$ cat src/rtl/dco_lf_pkg.sv
package dco_lf_pkg;
  localparam int DIV_W   = 4;
  localparam int STAGE_W = 8;
  localparam int WORD_W  = DIV_W + STAGE_W;
  localparam int CODE_W  = 3;

  typedef enum logic [CODE_W-1:0] {
    BAND_VSLOW = 3'd0,
    BAND_SLOW  = 3'd1,
    BAND_LOW   = 3'd2,
    BAND_HIGH  = 3'd3,
    BAND_FAST  = 3'd4,
    BAND_VFAST = 3'd5
  } band_e;

  typedef struct packed {
    logic                load;
    logic                subtract;
    logic [WORD_W-1:0]   step;
    logic                stableNext;
  } ctrl_t;
endpackage

$ cat src/rtl/dco_lf_ctrl.sv
module dco_lf_ctrl
  import dco_lf_pkg::*;
#(
  parameter int BIG_STEP = 32,
  parameter int MID_STEP = 8,
  parameter int SML_STEP = 1
) (
  input  logic              clk,
  input  logic              rstN,
  input  logic              bandValid,
  input  logic [CODE_W-1:0] bandCode,
  output ctrl_t             ctrl
);
  logic legal;

  always_comb begin
    ctrl = '0;
    legal = (bandCode <= CODE_W'(BAND_VFAST));
    ctrl.load = bandValid && legal;
    case (bandCode)
      BAND_VSLOW: begin ctrl.subtract = 1'b1; ctrl.step = WORD_W'(BIG_STEP); end
      BAND_SLOW:  begin ctrl.subtract = 1'b1; ctrl.step = WORD_W'(MID_STEP); end
      BAND_LOW:   begin ctrl.subtract = 1'b1; ctrl.step = WORD_W'(SML_STEP); ctrl.stableNext = 1'b1; end
      BAND_HIGH:  begin ctrl.step = WORD_W'(SML_STEP); ctrl.stableNext = 1'b1; end
      BAND_FAST:  ctrl.step = WORD_W'(MID_STEP);
      BAND_VFAST: ctrl.step = WORD_W'(BIG_STEP);
      default:    ctrl.step = '0;
    endcase
  end


  illegal_noload_chk: assert property (@(posedge clk) disable iff (!rstN)
    (bandCode > 3'd5) |-> !ctrl.load);

  idle_noload_chk: assert property (@(posedge clk) disable iff (!rstN)
    !bandValid |-> !ctrl.load);
endmodule

$ cat src/rtl/dco_lf_datapath.sv
module dco_lf_datapath
  import dco_lf_pkg::*;
#(
  parameter logic [WORD_W-1:0] RESET_WORD = 12'h480,
  parameter int                DIV_MAX    = 9
) (
  input  logic               clk,
  input  logic               rstN,
  input  ctrl_t              ctrl,
  output logic [DIV_W-1:0]   divRaw,
  output logic [STAGE_W-1:0] stageRaw,
  output logic [DIV_W-1:0]   divEff,
  output logic               stableOut
);
  logic [WORD_W-1:0] wordQ, wordNext;
  logic              stableQ;

  always_comb begin
    if (ctrl.subtract) wordNext = wordQ - ctrl.step;
    else               wordNext = wordQ + ctrl.step;
  end

  always_ff @(posedge clk) begin
    if (!rstN) begin
      wordQ   <= RESET_WORD;
      stableQ <= 1'b0;
    end else if (ctrl.load) begin
      wordQ   <= wordNext;
      stableQ <= ctrl.stableNext;
    end
  end

  assign divRaw    = wordQ[WORD_W-1:STAGE_W];
  assign stageRaw  = wordQ[STAGE_W-1:0];
  assign divEff    = (divRaw > DIV_W'(DIV_MAX)) ? DIV_W'(DIV_MAX) : divRaw;
  assign stableOut = stableQ;


  div_clamp_chk: assert property (@(posedge clk) disable iff (!rstN)
    divEff <= DIV_W'(DIV_MAX));

  hold_word_chk: assert property (@(posedge clk) disable iff (!rstN)
    !$past(ctrl.load) && $past(rstN) |-> $stable(wordQ) && $stable(stableQ));

  div_moves_chk: assert property (@(posedge clk) disable iff (!rstN)
    $past(ctrl.load) && $past(rstN) && $past(ctrl.step) == 12'd1 && !$past(ctrl.subtract)
      && $past(wordQ[7:0]) == 8'hFF |-> divRaw == $past(divRaw) + 4'd1);
endmodule

$ cat src/rtl/dco_loop_filter.sv
module dco_loop_filter
  import dco_lf_pkg::*;
#(
  parameter logic [11:0] RESET_WORD = 12'h480
) (
  input  logic       clk,
  input  logic       rstN,
  input  logic       bandValid,
  input  logic [2:0] bandCode,
  output logic [3:0] divRaw,
  output logic [7:0] stageRaw,
  output logic [3:0] divEff,
  output logic       stableOut
);
  ctrl_t ctrl;

  dco_lf_ctrl u_ctrl (
    .clk(clk), .rstN(rstN), .bandValid(bandValid), .bandCode(bandCode), .ctrl(ctrl));

  dco_lf_datapath #(.RESET_WORD(RESET_WORD)) u_dp (
    .clk(clk), .rstN(rstN), .ctrl(ctrl), .divRaw(divRaw), .stageRaw(stageRaw),
    .divEff(divEff), .stableOut(stableOut));


  stable_inner_chk: assert property (@(posedge clk) disable iff (!rstN)
    $past(bandValid) && $past(rstN) && ($past(bandCode) == 3'd2 || $past(bandCode) == 3'd3)
      |-> stableOut);
endmodule

$ cat config.mk
export PLATFORM = sky130hd
export DESIGN_NAME = dco_loop_filter
export DESIGN_NICKNAME = d
export VERILOG_FILES = /design/src/rtl/dco_lf_pkg.sv /design/src/rtl/dco_lf_ctrl.sv /design/src/rtl/dco_lf_datapath.sv /design/src/rtl/dco_loop_filter.sv
export SDC_FILE = /design/constraint.sdc
export NUM_CORES = 1
export LEC_CHECK = 0
export ABC_AREA = 0
export CAP_MARGIN = 0
export CORE_UTILIZATION = 53
export CTS_CLUSTER_DIAMETER = 120
export DETAILED_ROUTE_END_ITERATION = 10
export GPL_ROUTABILITY_DRIVEN = 0
export PLACE_DENSITY_LB_ADDON = 0.3
export SYNTH_ARGS = -nofsm -noshare
export SYNTH_HDL_FRONTEND = slang
export SYNTH_HIERARCHICAL = 1
export SYNTH_SLANG_ARGS = --single-unit
$ cat constraint.sdc
create_clock -name clk -period 4 [get_ports clk]
set_input_delay 0.8 -clock clk [delete_from_list [all_inputs] [get_ports clk]]
set_output_delay 0.8 -clock clk [all_outputs]
set_load 0.005 [all_outputs]
==> results.yml <==
sta:
  grt_setup_unrepaired: "no"
  drv_slew: 0
  slew_headroom: 0.5165
  finalClockSkew_ps: 1.150
  period_minus_slack_ps: 3726
  worst_slew_pin_slew_ps: 723.0
  fin_hold_ws_ps: 505.2
  timing.final.crit_share: 0.9316
  finalHoldViolations: 0
  setup_tns_ps: 0
  max_freq_ghz: 0.2684
  finalSetupViolations: 0
power:
  combPwrFrac: 0.593
  power_per_cell_area_nw_per_um2: 391.5
  total_power_w: 0.0006475
  p_sw_frac: 0.4060
  leakage_nw: 0.6852
  ir_drop_uv: 289.2
  p_int_w: 0.0003846
  seqPwrFrac: 0.272
  pwr-share-clk: 0.134
  power.switching_w: 0.0002629
worst_setup_path:
  crit_fanout: 5
  critPathLaunchType: "primary input"
  cp_data_required_time_ps: 4220
  arrival_ps: 3940
  cp-end-kind: "flop"
  crit_type: "primary input to flop"
global_route:
  overflow: 0
  grt_pass1_vias: 1276
  grt_max_degree: 22
  antenna_found_initial: 0
  grt_usage: 0.2516
  grt_pass1_wl_um: 5285
detailed_routing:
  viasPerCell: 5.775
  drc: 0
  ant_nets: 0
  wl_um: 3152
  wire_per_inst_um: 13.65
  first_iter_violations: 59
  num_vias: 1334
  drtPass1Iterations: 5
logic_synthesis:
  syn_area_um2: 1406
  yosysTopAreaCell: "dfxtp_1"
  yosysWarnings: 6
  yosysSeqAreaShare: 0.1851
  yosysTopAreaCellShare: 0.1851
  synthCells: 179
  yosysMostFrequentCell: "a21oi_1"
  synth_edf_count: 0
  synthTopCellsByArea: "dfxtp_1, ha_1, xnor2_1"
  avgSynthCellArea_um2: 7.857
  ys_dominant_reg_cell: "dfxtp_1"
  synth_cell_types: 42
  synth_seq_cells: 13
  synthTopCellsByCount: "a21oi_1, dfxtp_1"
  synth-async-reset-ratio: 0
cts:
  clockBufferDepth: 2
  cts_buffers: 3
  cts_setup_buffers: 0
  clk_latency_ps: 280
  ctsRootBufferMaster: "clkbuf_4"
  path_clk_slew_ps: 90
  cts.sinks: 13
  cts_tree: "yes"
  h-tree-depth: 1
floorplanning:
  die_w_um: 53.51
  core_um2: 2500
  initial_core_util: 0.5626
  rows: 18
  io_pins: 23
  dieArea_um2: 2863
  die_h_um: 53.51
layout:
  multi_input_area_um2: 1060
  fin_nets: 221
  design_area_um2: 1654
  nFillCells: 215
  drive_gt1_frac: 0.06965
  areaGrowthSynthToFinish_pct: 17.62
  antenna_cells: 0
  regArea_um2: 260.3
hold_path:
  hold_class: "flop to flop"
placement:
  place_area_um2: 1627
  dp_hpwl_um: 2430
  place.port_buffers: 22
status:
  outcome: "complete, no violations"
run:
  cap_violations: 0
==> per-layer routing <==
layer  part of all wire  vias to the layer above  GRT usage
li1                   -                      669          -
met1               0.42                      615     0.2954
met2               0.52                       46     0.4583
met3              0.052                        4    0.03736
met4              0.012                        0    0.08333
met5                  0                        -          0
==> metrics by stage <==
| stage | std cells | worst slack (ps) | util |
|---|---|---|---|
| global placement | 227 | 146.3 | 0.6507 |
| CTS | 231 | 197.8 | 0.6617 |
| detailed placement | 227 | -68.56 | 0.6507 |
| floorplan | 187 | 972.8 | - |
| finish | 231 | 273.7 | 0.6617 |
| global route | 231 | 45.93 | 0.6617 |
==> state kept, by name, indices dropped and copies added (netlist names) <==
register,cells
u_dp/wordQ,12
u_dp/stableOut,1
==> placed cells by master (no fill, tap or decap), types with 6 or more instances in the layout <==
master           count
mux2i_1              6
inv_1                7
clkdlybuf4s50_1     22
nand2b_1             6
nor2b_1              8
ha_1                12
nor2_1              12
a21oi_1             16
dfxtp_1             13
xnor2_1             12
conb_1               9
nand2_1             12
==> kinds of logic after synthesis <==
family                   count (synthesis)  synth area share
AND/OR/NAND/NOR                         65            0.2651
flip-flops                              13            0.1851
adder cells (fa/ha/maj)                 13            0.1210
XOR/XNOR                                14           0.08719
buffers and inverters                   22           0.08274
AO/OA/AOI/OAI                           45            0.2135
other                                    1          0.002666
multiplexers                             6           0.04271
==> power by group through the flow <==
stage | Combinational (W) | Clock [W] | Sequential (W)
after floorplan | 0.000254 | 0 | 0.000178
after global placement | 0.000366 | 0 | 0.000179
after detailed placement | 0.000376 | 0 | 0.000180
after CTS | 0.000379 | 0.0000909 | 0.000177
after global routing | 0.000426 | 0.0000983 | 0.000181
final | 0.000384 | 0.0000871 | 0.000176
==> final timing paths <==
check	slack, ps	startpoint	endpoint	depth (start not counted)
setup / recovery	270	bandCode[2]	u_dp/wordQ[11]$_SDFFE_PN0P_	15
hold / removal	510	u_dp/wordQ[5]$_SDFFE_PN0P_	u_dp/wordQ[5]$_SDFFE_PN0P_	2
setup reg to reg	1740	u_dp/wordQ[0]$_SDFFE_PN0P_	u_dp/wordQ[6]$_SDFFE_PN0P_	11
hold reg to reg	510	u_dp/wordQ[5]$_SDFFE_PN0P_	u_dp/wordQ[5]$_SDFFE_PN0P_	2
==> cell type report <==
cell class                 count  share of cell area
multi-input combinational    152              0.6407
sequential                    13              0.1573
timing repair buffer          25              0.1467
tap                           30             0.02269
inverter                       7             0.01588
clock buffer                   3             0.01362
clock inverter                 1            0.003026
==> critical path, cell delays in order <==
cell,delay (ps)
clkdlybuf4s50_1,560
and2b_2,270
inv_1,70
ha_1,170
nor2b_1,240
nor2b_1,220
nor2_1,70
xnor2_1,210
ha_1,340
a21oi_1,240
o21bai_2,90
o21ai_1,180
a31o_1,160
and3_1,160
mux2i_1,160
==> repair_timing <==
action | 4_1_cts | 5_1_grt
resized for setup | 0 | 1
endpoints found under the setup margin | 0 | 1
hold buffers | 0 | 0
(Power assumes the default switching activity.)
